--- config.mk ---
export PLATFORM = sky130hd
export DESIGN_NAME = coh_home_dir
export DESIGN_NICKNAME = d
export VERILOG_FILES = /design/src/rtl/coh_dir_pkg.sv /design/src/rtl/coh_dir_table.sv /design/src/rtl/coh_dir_policy.sv /design/src/rtl/coh_msg_seq.sv /design/src/rtl/coh_home_dir.sv
export SDC_FILE = /design/constraint.sdc
export NUM_CORES = 1
export LEC_CHECK = 0
export BUFFER_PORTS_ARGS = -buffer_cell sky130_fd_sc_hd__buf_4
export CORE_ASPECT_RATIO = 2
export CORE_MARGIN = 1
export CORE_UTILIZATION = 60
export CTS_BUF_LIST = sky130_fd_sc_hd__clkbuf_16
export CTS_CLUSTER_SIZE = 16
export DETAILED_ROUTE_END_ITERATION = 7
export PLACE_DENSITY_LB_ADDON = 0.05
export SLEW_MARGIN = 10
export SYNTH_ARGS = -nofsm -noshare
export SYNTH_HDL_FRONTEND = slang
export SYNTH_SLANG_ARGS = --single-unit
--- constraint.sdc ---
create_clock -name clk -period 3.9 [get_ports clk]
set_input_delay 0.585 -clock clk [delete_from_list [all_inputs] [get_ports clk]]
set_output_delay 0.585 -clock clk [all_outputs]
set_load 0.01 [all_outputs]
--- src/rtl/coh_dir_pkg.sv ---
package coh_dir_pkg;
  typedef enum logic [1:0] {
    ST_UNC = 2'd0,
    ST_SHD = 2'd1,
    ST_MOD = 2'd2
  } blk_state_e;

  localparam logic [1:0] RQ_READ = 2'd0;
  localparam logic [1:0] RQ_RDX  = 2'd1;
  localparam logic [1:0] RQ_UPG  = 2'd2;

  localparam logic [1:0] MS_INV  = 2'd0;
  localparam logic [1:0] MS_INTV = 2'd1;
  localparam logic [1:0] MS_DATA = 2'd2;
  localparam logic [1:0] MS_ACK  = 2'd3;
endpackage

--- src/rtl/coh_dir_table.sv ---
module coh_dir_table
  import coh_dir_pkg::*;
#(
  parameter int NODES  = 8,
  parameter int BLOCKS = 16,
  localparam int NW = $clog2(NODES),
  localparam int BW = $clog2(BLOCKS)
) (
  input  logic             clk,
  input  logic             rst_n,
  input  logic [BW-1:0]    rd_idx,
  output blk_state_e       rd_st,
  output logic [NW-1:0]    rd_own,
  output logic [NODES-1:0] rd_shr,
  input  logic             wr_en,
  input  logic [BW-1:0]    wr_idx,
  input  blk_state_e       wr_st,
  input  logic [NW-1:0]    wr_own,
  input  logic [NODES-1:0] wr_shr
);
  blk_state_e       st_q  [BLOCKS];
  logic [NW-1:0]    own_q [BLOCKS];
  logic [NODES-1:0] shr_q [BLOCKS];

  always_ff @(posedge clk) begin
    if (!rst_n) begin
      for (int b = 0; b < BLOCKS; b++) begin
        st_q[b]  <= ST_UNC;
        own_q[b] <= '0;
        shr_q[b] <= '0;
      end
    end else if (wr_en) begin
      st_q[wr_idx]  <= wr_st;
      own_q[wr_idx] <= wr_own;
      shr_q[wr_idx] <= wr_shr;
    end
  end

  assign rd_st  = st_q[rd_idx];
  assign rd_own = own_q[rd_idx];
  assign rd_shr = shr_q[rd_idx];


  mod_single_owner_chk: assert property (@(posedge clk) disable iff (!rst_n)
    (wr_en && wr_st == ST_MOD) |-> ($onehot(wr_shr) && wr_shr[wr_own]));


  shared_nonempty_chk: assert property (@(posedge clk) disable iff (!rst_n)
    (wr_en && wr_st == ST_SHD) |-> (wr_shr != '0));
endmodule

--- src/rtl/coh_dir_policy.sv ---
module coh_dir_policy
  import coh_dir_pkg::*;
#(
  parameter int NODES = 8,
  localparam int NW = $clog2(NODES)
) (
  input  blk_state_e       cur_st,
  input  logic [NW-1:0]    cur_own,
  input  logic [NODES-1:0] cur_shr,
  input  logic [1:0]       kind,
  input  logic [NW-1:0]    node,
  output blk_state_e       nxt_st,
  output logic [NW-1:0]    nxt_own,
  output logic [NODES-1:0] nxt_shr,
  output logic [NODES-1:0] inv_mask,
  output logic [1:0]       fin_kind,
  output logic [NW-1:0]    fin_dst
);
  function automatic logic [NODES-1:0] node_bit(input logic [NW-1:0] n);
    return {{(NODES-1){1'b0}}, 1'b1} << n;
  endfunction

  logic is_owner, wants_excl, is_sharer;
  assign is_owner   = (cur_st == ST_MOD) && (cur_own == node);
  assign wants_excl = (kind == RQ_RDX) || (kind == RQ_UPG);
  assign is_sharer  = cur_shr[node];

  always_comb begin
    nxt_st   = cur_st;
    nxt_own  = cur_own;
    nxt_shr  = cur_shr;
    inv_mask = '0;
    fin_kind = MS_DATA;
    fin_dst  = node;
    if (is_owner) begin
      fin_kind = MS_ACK;
    end else if (!wants_excl) begin
      nxt_st = ST_SHD;
      if (cur_st == ST_MOD) begin
        fin_kind = MS_INTV;
        fin_dst  = cur_own;
        nxt_shr  = node_bit(cur_own) | node_bit(node);
      end else begin
        nxt_shr  = cur_shr | node_bit(node);
      end
    end else begin
      nxt_st  = ST_MOD;
      nxt_own = node;
      nxt_shr = node_bit(node);
      if (cur_st == ST_MOD) begin
        fin_kind = MS_INTV;
        fin_dst  = cur_own;
      end else begin
        inv_mask = cur_shr & ~node_bit(node);
        if (kind == RQ_UPG && cur_st == ST_SHD && is_sharer)
          fin_kind = MS_ACK;
      end
    end
  end
endmodule

--- src/rtl/coh_msg_seq.sv ---
module coh_msg_seq
  import coh_dir_pkg::*;
#(
  parameter int NODES  = 8,
  parameter int BLOCKS = 16,
  localparam int NW = $clog2(NODES),
  localparam int BW = $clog2(BLOCKS)
) (
  input  logic             clk,
  input  logic             rst_n,
  input  logic             load,
  input  logic [NODES-1:0] ld_inv,
  input  logic [1:0]       ld_kind,
  input  logic [NW-1:0]    ld_dst,
  input  logic [NW-1:0]    ld_req,
  input  logic [BW-1:0]    ld_blk,
  output logic             busy,
  output logic             msg_valid,
  input  logic             msg_ready,
  output logic [1:0]       msg_kind,
  output logic [NW-1:0]    msg_dst,
  output logic [NW-1:0]    msg_req,
  output logic [BW-1:0]    msg_blk
);
  function automatic logic [NW-1:0] lowest_set(input logic [NODES-1:0] m);
    logic [NW-1:0] r;
    r = '0;
    for (int i = NODES - 1; i >= 0; i--)
      if (m[i]) r = i[NW-1:0];
    return r;
  endfunction

  logic             busy_q;
  logic [NODES-1:0] inv_q;
  logic [1:0]       fkind_q;
  logic [NW-1:0]    fdst_q, req_q;
  logic [BW-1:0]    blk_q;
  logic             inv_phase, take, last_take;
  logic [NW-1:0]    inv_tgt;

  assign inv_phase = (inv_q != '0);
  assign inv_tgt   = lowest_set(inv_q);
  assign take      = busy_q && msg_ready;
  assign last_take = take && !inv_phase;

  always_ff @(posedge clk) begin
    if (!rst_n) begin
      busy_q  <= 1'b0;
      inv_q   <= '0;
      fkind_q <= MS_DATA;
      fdst_q  <= '0;
      req_q   <= '0;
      blk_q   <= '0;
    end else if (load) begin
      busy_q  <= 1'b1;
      inv_q   <= ld_inv;
      fkind_q <= ld_kind;
      fdst_q  <= ld_dst;
      req_q   <= ld_req;
      blk_q   <= ld_blk;
    end else if (take) begin
      if (inv_phase) inv_q[inv_tgt] <= 1'b0;
      else           busy_q <= 1'b0;
    end
  end

  assign busy      = busy_q;
  assign msg_valid = busy_q;
  assign msg_kind  = inv_phase ? MS_INV : fkind_q;
  assign msg_dst   = inv_phase ? inv_tgt : fdst_q;
  assign msg_req   = req_q;
  assign msg_blk   = blk_q;


  stall_hold_chk: assert property (@(posedge clk) disable iff (!rst_n)
    (msg_valid && !msg_ready) |=> (msg_valid && $stable(msg_kind) && $stable(msg_dst)
                                   && $stable(msg_blk) && $stable(msg_req)));


  no_self_inv_chk: assert property (@(posedge clk) disable iff (!rst_n)
    (msg_valid && msg_kind == MS_INV) |-> (msg_dst != msg_req));


  no_reload_busy_chk: assert property (@(posedge clk) disable iff (!rst_n)
    load |-> !busy_q);


  done_frees_chk: assert property (@(posedge clk) disable iff (!rst_n)
    last_take |=> !busy_q);
endmodule

--- src/rtl/coh_home_dir.sv ---
module coh_home_dir
  import coh_dir_pkg::*;
#(
  parameter int NODES  = 8,
  parameter int BLOCKS = 16,
  localparam int NW = $clog2(NODES),
  localparam int BW = $clog2(BLOCKS)
) (
  input  logic          clk,
  input  logic          rst_n,
  input  logic          req_valid,
  output logic          req_ready,
  input  logic [1:0]    req_kind,
  input  logic [NW-1:0] req_node,
  input  logic [BW-1:0] req_blk,
  output logic          msg_valid,
  input  logic          msg_ready,
  output logic [1:0]    msg_kind,
  output logic [NW-1:0] msg_dst,
  output logic [NW-1:0] msg_req,
  output logic [BW-1:0] msg_blk
);
  blk_state_e       cur_st, nxt_st;
  logic [NW-1:0]    cur_own, nxt_own, fin_dst;
  logic [NODES-1:0] cur_shr, nxt_shr, inv_mask;
  logic [1:0]       fin_kind;
  logic             busy, accept;

  assign req_ready = !busy;
  assign accept    = req_valid && req_ready;

  coh_dir_table #(.NODES(NODES), .BLOCKS(BLOCKS)) u_table (
    .clk(clk), .rst_n(rst_n),
    .rd_idx(req_blk), .rd_st(cur_st), .rd_own(cur_own), .rd_shr(cur_shr),
    .wr_en(accept), .wr_idx(req_blk), .wr_st(nxt_st), .wr_own(nxt_own), .wr_shr(nxt_shr)
  );

  coh_dir_policy #(.NODES(NODES)) u_policy (
    .cur_st(cur_st), .cur_own(cur_own), .cur_shr(cur_shr),
    .kind(req_kind), .node(req_node),
    .nxt_st(nxt_st), .nxt_own(nxt_own), .nxt_shr(nxt_shr),
    .inv_mask(inv_mask), .fin_kind(fin_kind), .fin_dst(fin_dst)
  );

  coh_msg_seq #(.NODES(NODES), .BLOCKS(BLOCKS)) u_seq (
    .clk(clk), .rst_n(rst_n),
    .load(accept), .ld_inv(inv_mask), .ld_kind(fin_kind), .ld_dst(fin_dst),
    .ld_req(req_node), .ld_blk(req_blk),
    .busy(busy), .msg_valid(msg_valid), .msg_ready(msg_ready),
    .msg_kind(msg_kind), .msg_dst(msg_dst), .msg_req(msg_req), .msg_blk(msg_blk)
  );


  inv_subset_chk: assert property (@(posedge clk) disable iff (!rst_n)
    accept |-> (((inv_mask & ~cur_shr) == '0) && !inv_mask[req_node]));


  accept_emits_chk: assert property (@(posedge clk) disable iff (!rst_n)
    accept |=> (msg_valid && !req_ready && msg_blk == $past(req_blk)));


  intv_targets_owner_chk: assert property (@(posedge clk) disable iff (!rst_n)
    (accept && fin_kind == MS_INTV) |-> (cur_st == ST_MOD && fin_dst == cur_own
                                         && cur_own != req_node));
endmodule

==> results_dict.tcl, run 1 <==
set metrics [dict create \
    status "completed" \
    slowest_delay_ps 1010 \
    cts_hold_buf 0 \
    synthFlopType "edfxtp_1" \
    relSlewSlack 0.236 \
    post_cts_buffers 0 \
    tightest_slew_ps 1150 \
    yosysUniqueCellTypes 60 \
    powerDensity_nw_per_um2 458 \
    finalNonFillerCells 1072 \
    grt_max_degree 34 \
    dieArea_um2 18300 \
    synth.most_common_cell "nor2_1" \
    place_inst 1037 \
    post-place-ws_ps -355 \
    endpoint "u_table.shr_q[13][1]$_SDFFCE_PN0P_" \
    startpoint "req_blk[0]" \
    grt_busiest_layer "met2" \
    postRouteAntennaNets 0 \
    crit_required_ps 4160 \
    cp-start-kind "input pin" \
    setup_slack_ps 125 \
    syn2layout_area_growth_pct 10.3 \
    synth.net_count 831 \
    yosysWarnings 0 \
    path_max_fanout 18 \
    reg2regPathDepth 9 \
    synthTopCellsByArea "edfxtp_1 59%, mux4_2 9.9%, nor2_1 7.8%" \
    grt_pass1_wl_um 42900 \
    cts_tree "yes" \
    vias 6937 \
    fin_util 0.680 \
    clk_pin_slew_worst_paths_ps 70 \
    finalNetCount 863 \
    postSynthAreaPerCell_um2 13.0 \
    clk_path_buf_depth 3 \
    worst_r2r_endpoint "u_table.shr_q[13][1]$_SDFFCE_PN0P_" \
    synth_enable_flop_cells 208 \
    layout-drive-gt1-share 0.227 \
    gr-usage-met1 0.376 \
    die_h_um 190 \
    synth_top_area_frac 0.587 \
    synth-async-reset-ratio 0 \
    timing.hold.ws_ps 412 \
    clock_latency_ps 510 \
    core-area_um2 17300 \
    grtUsageMet2 0.592 \
    final_area_um2 11700 \
    netlist_area_um2 10600 \
    initial_core_util 0.617 \
    finalMaxSlewViolations 0 \
    cts_sinks 229 \
    root_buffer "clkbuf_16" \
    synthCells 817 \
    drc_errors 0 \
    hold_viol 0 \
    grtUsageTotal 0.336 \
    post-route-min-period_ps 3770 \
    seq_area_frac_synth 0.626 \
    fmax_mhz 265 \
    cp_data_arrival_time_ps 4030 \
    min_path_type "input pin to register" \
    dpl_cell_area_um2 11100 \
    reg2reg_slack_ps 310 \
    detail_route.wl_per_cell_um 26.8 \
    wl_um 28800 \
    first_global_vias 7069 \
    ir_drop_uv 536 \
    antenna_found_initial 0 \
    top_level_ports 27 \
    rows 68 \
    io_buffers 26 \
    yosys.area.top_type "edfxtp_1" \
    cts_resized 0 \
    first_pass_iters 5 \
    rsz0062_at_grt "false" \
    r2r-start "u_table.own_q[5][2]$_SDFFCE_PN0P_" \
    gr-usage-met3 0.0470 \
    leakagePower_nw 4.23 \
    worstPathCellList "buf_4 > buf_4 > mux4_1 > nand2b_1 > nand3_1 > nor2_2 > xnor2_4 > nand4_1 > a222oi_1 > buf_4 > nor2_1" \
    hpwl_um 20000 \
    cts.htree.levels 1 \
    criticalPathCategory "input pin to register" \
    gp_congestion 0.968 \
    p_total_mw 5.38 \
    skew_ps 18.9 \
    vias_per_cell 6.47 \
    period_share 0.968 \
    end_kind "register" \
    die_x_um 96.2 \
    yosys-top-cells-count "221 x nor2_1, 208 x edfxtp_1, 73 x nand2_1" \
    antenna_cells 0 \
    finalSetupTns_ps 0 \
    numCtsBuffers 20 \
    synth_seq_cells 229 \
    drv_cap 0 \
    setup-violations-final 0 \
    overflow 0 \
    dr.first_iter.drc_count 588 \
    slowest_stage "a222oi_1" \
    path_common_cell "buf_4" \
]
-- per-layer routing --
metal | up-vias | wire (um)
met4 | 0 | 1920
li1 | 3030 | -
met2 | 335 | 15600
met3 | 103 | 1850
met1 | 3469 | 9390
met5 | - | 0
-- where the power goes --
group	internal, mW	switching (mW)	total (mW)
clock	1.01	0.866	1.87
sequential	2.77	0.0365	2.81
combinational	0.247	0.460	0.706
total	4.02	1.36	5.38
-- logic make-up (layout without fill, tap and decap cells) --
kind of cell	Yosys count	count (layout)	synth area share
and+or+nand+nor	366	366	0.146
DFF	229	229	0.626
muxes	77	77	0.135
buffers and inverters	71	116	0.0335
AOI/OAI and AO/OA	70	70	0.0522
xor gates and xnor gates	3	3	0.00564
adders and majority gates	1	1	0.00117
-- cell usage in the layout, fill, tap and decap left out, types with 8 or more instances in the layout --
cell / count
nand3_1: 8
nand2_1: 73
nor2b_1: 8
mux2_2: 8
mux2i_1: 16
a222oi_1: 8
dfxtp_1: 21
buf_4: 75
nor3_1: 9
edfxtp_1: 208
nor2_1: 221
clkbuf_16: 20
a21boi_0: 15
nor2_2: 21
a21oi_1: 12
mux4_2: 47
-- layout make-up --
type	count	area, um^2
clock buffer	20	500
clock inverter	15	105
multi-input combinational	517	3630
fill	1314	5530
timing repair buffer	75	563
sequential	229	6670
inverter	6	22.5
tap	210	263
-- worst min-delay path by stage --
stage                                   from                            end  cells past startpoint  slack [ps]
2_1_floorplan   u_seq.fdst_q[0]$_SDFFE_PN0P_   u_seq.fdst_q[0]$_SDFFE_PN0P_                      2         440
3_3_place_gp   u_seq.msg_blk[3]$_SDFFE_PN0P_  u_seq.msg_blk[3]$_SDFFE_PN0P_                      2         450
3_5_place_dp   u_seq.msg_blk[1]$_SDFFE_PN0P_  u_seq.msg_blk[1]$_SDFFE_PN0P_                      2         460
4_1_cts                          req_node[2]  u_seq.msg_req[2]$_SDFFE_PN0P_                      3         410
5_1_grt                          req_node[2]  u_seq.msg_req[2]$_SDFFE_PN0P_                      3         440
6_report                         req_node[2]  u_seq.msg_req[2]$_SDFFE_PN0P_                      3         410
-- flip-flops by register name, indices dropped and copies added, names as in the netlist, 2 cells and up --
signal and cells:
u_seq.inv_q 8, u_seq.fdst_q 3, u_seq.fkind_q 2, u_table.shr_q 128, u_seq.msg_req 3, u_seq.msg_blk 4, u_table.st_q 32, u_table.own_q 48
-- critical path: cells and delay by family --
kind,cells,cell delay (ps)
buffers and inverters,3,900
AO/OA/AOI/OAI,1,1010
AND/OR/NAND/NOR,5,740
XOR/XNOR,1,220
multiplexers,1,560
No activity file was read; power rests on OpenSTA's default activity.
==> inputs of run 2 (changes only) <==
Settings changed: CELL_PAD_IN_SITES_DETAIL_PLACEMENT from default to 0, CELL_PAD_IN_SITES_GLOBAL_PLACEMENT from default to 1, CORE_UTILIZATION 60 to 52.
==> run 2 against run 1 <==
Against the previous run:
- critical path depth stayed put
- largest cell class unchanged
- register-to-register slack gained 650 ps
- via count decreased by 0.86%
- largest power group unchanged
- global-route usage decreased by 4.3 points
- flip-flop and latch count is the same
- clock power up 4%
==> results_dict.tcl, run 2 (same netlist as run 1, synthesis figures left out) <==
set metrics [dict create \
    cp_top_family "buffers and inverters" \
    first_global_vias 7033 \
    wl_um 29000 \
    antenna_cells 0 \
    layout-drive-gt1-share 0.227 \
    largest_register_ffs 128 \
    dr.first_iter.drc_count 465 \
    clk_path_buf_depth 3 \
    regArea_um2 6670 \
    n_fill_cell 1628 \
    p_sw_mw 1.36 \
    die_h_um 204 \
    end_kind "register" \
    cts.htree.levels 1 \
    dieArea_um2 21100 \
    top_level_ports 27 \
    cts_hold_buf 0 \
    timing.hold.ws_ps 403 \
    swShare 0.251 \
    min_from "rst_n" \
    numCtsBuffers 21 \
    worst_r2r_endpoint "u_table.shr_q[4][5]$_SDFFCE_PN0P_" \
    overflow 0 \
    relSlewSlack 0.424 \
    final_cell_mix "221 x nor2_1, 208 x edfxtp_1, 73 x nand2_1" \
    post_cts_buffers 0 \
    slowest_delay_ps 560 \
    grt_pass1_wl_um 42900 \
    vias_per_cell 6.12 \
    min_path_type "input pin to register" \
    io_buffers 26 \
    setup-violations-final 0 \
    post-route-min-period_ps 3090 \
    top_register "u_table.shr_q" \
    post-place-ws_ps 317 \
    postRouteAntennaNets 0 \
    clock_latency_ps 510 \
    cp_data_arrival_time_ps 3340 \
    ir_drop_uv 410 \
    cts_sinks 229 \
    core-area_um2 20000 \
    period_share 0.793 \
    first_pass_iters 7 \
    crit_required_ps 4140 \
    reg2reg_slack_ps 960 \
    tightest_slew_ps 862 \
    hold_viol 0 \
    p_seq_frac 0.516 \
    finalSetupTns_ps 0 \
    cts_tree "yes" \
    drv_cap 0 \
    rows 73 \
    path_max_fanout 16 \
    root_buffer "clkbuf_16" \
    finalNetCount 864 \
    power.share.clock 0.357 \
    finalMaxSlewViolations 0 \
    r2r-start "u_table.own_q[1][2]$_SDFFCE_PN0P_" \
    min_to "u_seq.fkind_q[1]$_SDFFE_PN1P_" \
    slowest_stage "mux4_1" \
    skew_ps 18.3 \
    worstPathCellList "buf_4 > buf_4 > mux4_1 > nand2b_1 > nand3_1 > nor2_2 > xnor2_4 > a31oi_1 > a222oi_1 > buf_4 > nor2_1" \
    detail_route.wl_per_cell_um 25.8 \
    status "completed" \
    comb_power_share 0.127 \
    reg2regPathDepth 10 \
    gp_congestion 0.855 \
    grt_max_degree 31 \
    multi_input_area_um2 3630 \
    drc_errors 0 \
    p_int_mw 4.06 \
    die_x_um 103 \
    antenna_found_initial 0 \
    reg_top3 "u_table.shr_q: 128 flops, u_table.own_q: 48 flops, u_table.st_q: 32 flops" \
    cp-start-kind "input pin" \
    cts_resized 0 \
    vias 6877 \
    powerDensity_nw_per_um2 457 \
    rsz0062_at_grt "false" \
    setup_slack_ps 805 \
    path_common_cell "buf_4" \
    hpwl_um 20300 \
    fmax_mhz 323 \
    syn2layout_area_growth_pct 11.5 \
    holdPathStages 2 \
    clk_pin_slew_worst_paths_ps 60 \
    fin_util 0.594 \
    grtUsageTotal 0.292 \
    leakagePower_nw 4.27 \
    critPathBufInv 3 \
    initial_core_util 0.532 \
    final_common_cell "nor2_1" \
    criticalPathCategory "input pin to register" \
]
-- run 2: cell count changes in the layout (fill, tap and decap cells not counted), sizes merged --
cell,before,now
clkinv,12,9
inv,6,9
clkbuf,20,21
clkinvlp,2,1
-- run 2: area by class of cell --
cell class	count	share of cell area
Tap cell	262	0.0276
Clock inverter	14	0.00801
Multi-Input combinational cell	517	0.305
Clock buffer	21	0.0442
Timing Repair Buffer	75	0.0516
Inverter	6	0.00190
Sequential cell	229	0.561
-- run 2: worst max path at each step --
stage                           from                                  to  cells past startpoint
after floorplan           req_blk[1]  u_table.shr_q[14][5]$_SDFFCE_PN0P_                      9
after global placement    req_blk[0]   u_table.shr_q[6][5]$_SDFFCE_PN0P_                     10
after detailed placement  req_blk[0]   u_table.shr_q[5][5]$_SDFFCE_PN0P_                     11
after CTS                 req_blk[0]   u_table.shr_q[4][5]$_SDFFCE_PN0P_                     11
after global routing      req_blk[0]   u_table.shr_q[4][5]$_SDFFCE_PN0P_                     11
final                     req_blk[0]   u_table.shr_q[4][5]$_SDFFCE_PN0P_                     11
-- run 2: power groups by stage --
| stage | clock (mW) | sequential (mW) | combinational (mW) |
|---|---|---|---|
| CTS | 1.96 | 2.80 | 0.691 |
| global route | 2.05 | 2.81 | 0.734 |
| detailed placement | 0 | 2.86 | 0.689 |
| global placement | 0 | 2.85 | 0.680 |
| floorplan | 0 | 2.84 | 0.449 |
| finish | 1.94 | 2.80 | 0.688 |
-- run 2: through the flow --
step | cells | instance area, um^2 | power [mW]
6_report | 1124 | 11900 | 5.43
5_1_grt | 1124 | 11900 | 5.59
4_1_cts | 1124 | 11900 | 5.45
3_5_place_dp | 1089 | 11300 | 3.54
3_3_place_gp | 1089 | 11300 | 3.53
2_1_floorplan | 817 | 10600 | 3.29
-- run 2: layer usage --
layer  track usage  vias to the layer above  part of all wire
met5             0                        -                 0
met4         0.129                        0             0.043
met3        0.0294                       67             0.050
met2         0.554                      278              0.57
met1         0.318                     3499              0.34
li1              -                     3033                 -
-- run 2: worst register-to-register path: stages (launching register included) --
cell and delay [ps]:
edfxtp_1 370, mux4_2 440, nor2b_1 150, a211oi_2 330, a21o_2 180, xnor2_2 140, nand4_1 120, buf_4 180
a222oi_1 380, buf_4 300, nor2_1 80
==> inputs of run 3 (changes only) <==
Settings changed: ABC_AREA from default to 1, CORE_UTILIZATION 52 to 49.
Clock period 3.9 ns to 2.9 ns, I/O delays scaled along.
==> run 3 against run 2 <==
Against the previous run:
- global-route usage rose by 0.11 points
- hold slack got worse by 190 ps
- die area rose by 9.6%
- flip-flop and latch count did not move
- utilization fell by 2.2 points
- via count rose by 25%
- clock power rose by 34%
- clock skew fell by 2.5 ps
- area after synthesis rose by 3.4%
==> results_dict.tcl, run 3 <==
set metrics [dict create \
    cts_sinks 229 \
    netlist_area_um2 11000 \
    worstPathCellList "a21oi_1 > o21ai_0 > nand2_1 > a21oi_1 > inv_1 > nand2_1 > buf_4" \
    cp-start-kind "register" \
    cts.htree.levels 1 \
    syn2layout_area_growth_pct 14.6 \
    final_area_um2 12600 \
    drv_cap 0 \
    reg_top3 "u_table.shr_q: 128 flops, u_table.own_q: 48 flops, u_table.st_q: 32 flops" \
    drc_errors 0 \
    dpl_cell_area_um2 12000 \
    clk_pin_slew_worst_paths_ps 70 \
    synth.net_count 1222 \
    holdPathStages 3 \
    criticalPathCategory "register to output pin" \
    cts_hold_buf 0 \
    slowest_delay_ps 420 \
    multi_input_area_um2 3800 \
    postSynthAreaPerCell_um2 9.12 \
    core-area_um2 22100 \
    synth_enable_flop_cells 208 \
    vias_per_cell 5.55 \
    min_from "req_blk[3]" \
    synth.most_common_cell "nand2_1" \
    p_seq_frac 0.504 \
    regArea_um2 6670 \
    status "completed" \
    dr.first_iter.drc_count 496 \
    dieArea_um2 23100 \
    gp_congestion 0.874 \
    synthTopCellsByArea "edfxtp_1 57%, nand2_1 14%, nor2_1 8.9%" \
    clock_latency_ps 510 \
    finalSetupTns_ps 0 \
    first_pass_iters 5 \
    synth_seq_cells 229 \
    largest_register_ffs 128 \
    top_level_ports 27 \
    comb_power_share 0.150 \
    setup-violations-final 0 \
    period_share 0.899 \
    wl_um 32600 \
    detail_route.wl_per_cell_um 21.0 \
    vias 8613 \
    power.share.clock 0.346 \
    yosys-top-cells-count "399 x nand2_1, 262 x nor2_1, 208 x edfxtp_1" \
    yosysUniqueCellTypes 31 \
    synthFlopType "edfxtp_1" \
    r2r-start "u_table.own_q[7][1]$_SDFFCE_PN0P_" \
    fin_util 0.572 \
    final_cell_mix "399 x nand2_1, 261 x nor2_1, 208 x edfxtp_1" \
    cp_data_arrival_time_ps 2170 \
    overflow 0 \
    die_x_um 108 \
    finalMaxSlewViolations 0 \
    seq_area_frac_synth 0.605 \
    yosys.area.top_type "edfxtp_1" \
    cts_tree "yes" \
    ir_drop_uv 499 \
    grt_max_degree 35 \
    timing.hold.ws_ps 217 \
    swShare 0.268 \
    p_sw_mw 2.01 \
    clk_path_buf_depth 3 \
    initial_core_util 0.499 \
    postRouteAntennaNets 0 \
    antenna_cells 0 \
    numCtsBuffers 21 \
    hold_viol 0 \
    post_cts_buffers 0 \
    skew_ps 15.7 \
    synth-async-reset-ratio 0 \
    startpoint "u_seq.inv_q[5]$_SDFFE_PN0P_" \
    powerDensity_nw_per_um2 594 \
    finalNetCount 1279 \
    slowest_stage "a21oi_1" \
    cts_resized 0 \
    min_path_type "input pin to register" \
    grt_pass1_wl_um 49500 \
    crit_required_ps 2470 \
    n_fill_cell 2037 \
    synth_top_area_frac 0.567 \
    p_total_mw 7.50 \
    layout-drive-gt1-share 0.142 \
    io_buffers 26 \
    die_h_um 214 \
    synthCells 1208 \
    end_kind "output pin" \
    antenna_found_initial 0 \
    final_common_cell "nand2_1" \
    top_register "u_table.shr_q" \
    grtUsageTotal 0.293 \
    root_buffer "clkbuf_16" \
    leakagePower_nw 5.09 \
    post-route-min-period_ps 2610 \
    yosysWarnings 0 \
    path_max_fanout 5 \
    relSlewSlack 0.515 \
    tightest_slew_ps 725 \
    fmax_mhz 384 \
    first_global_vias 8497 \
    reg2regPathDepth 15 \
    rows 77 \
    hpwl_um 23300 \
    rsz0062_at_grt "false" \
    p_int_mw 5.49 \
]
## run 3: cell types whose count changed in the layout (fill, tap and decap cells not counted), moves of 11 or more
| cell | change |
|---|---|
| buf_12 | +15 |
| buf_4 | +16 |
| o21ai_0 | +17 |
| nand4_1 | +27 |
| nand3_1 | +11 |
| mux4_2 | -47 |
| inv_1 | +32 |
| mux2i_1 | -16 |
| a21boi_0 | -15 |
| nor2_1 | +40 |
| nand2_1 | +326 |
| a21oi_1 | +17 |
| a22oi_1 | +27 |
## run 3: final timing paths
path,slack [ps],endpoint
worst max register to register,550,u_table.shr_q[14][2]$_SDFFCE_PN0P_
worst max-delay path,290,msg_dst[0]
worst min register to register,470,u_seq.fdst_q[0]$_SDFFE_PN0P_
worst min-delay path,220,u_seq.msg_blk[3]$_SDFFE_PN0P_
## run 3: final cells by class
cell class / count / share of cell area
Timing Repair Buffer: 106 / 0.0819
Inverter: 43 / 0.0130
Multi-Input combinational cell: 864 / 0.301
Sequential cell: 229 / 0.528
Clock buffer: 21 / 0.0416
Clock inverter: 12 / 0.00654
Tap cell: 276 / 0.0274
## run 3: cells by family after synthesis
family                     after synthesis  synth area share
DFF                                    229             0.605
AOI/OAI and AO/OA                       95            0.0519
buffers and inverters                  115            0.0495
and+or+nand+nor                        768             0.292
adders and majority gates                1           0.00114
## run 3: stage by stage
step | worst slack (ps) | instances
2_1_floorplan | 453 | 1208
3_3_place_gp | -30.2 | 1518
3_5_place_dp | -10.7 | 1518
4_1_cts | 332 | 1551
5_1_grt | 191 | 1551
6_report | 293 | 1551
## run 3: power by group through the flow
stage	Sequential [mW]	Combinational, mW	Clock, mW
after global routing	3.79	1.23	2.74
after floorplan	3.84	0.646	0
final	3.78	1.13	2.59
after global placement	3.84	1.12	0
after CTS	3.78	1.13	2.62
after detailed placement	3.85	1.13	0
## run 3: routing by layer
layer	track usage	share of wire
met1	0.320	0.36
met2	0.554	0.56
met3	0.0246	0.036
met4	0.138	0.044
met5	0	0
## run 3: critical path, delay by kind of cell (launching register included)
| family | cells | cell delay, ps |
|---|---|---|
| AO/OA/AOI/OAI | 3 | 670 |
| flip-flops | 1 | 390 |
| buffers and inverters | 2 | 410 |
| AND/OR/NAND/NOR | 2 | 180 |
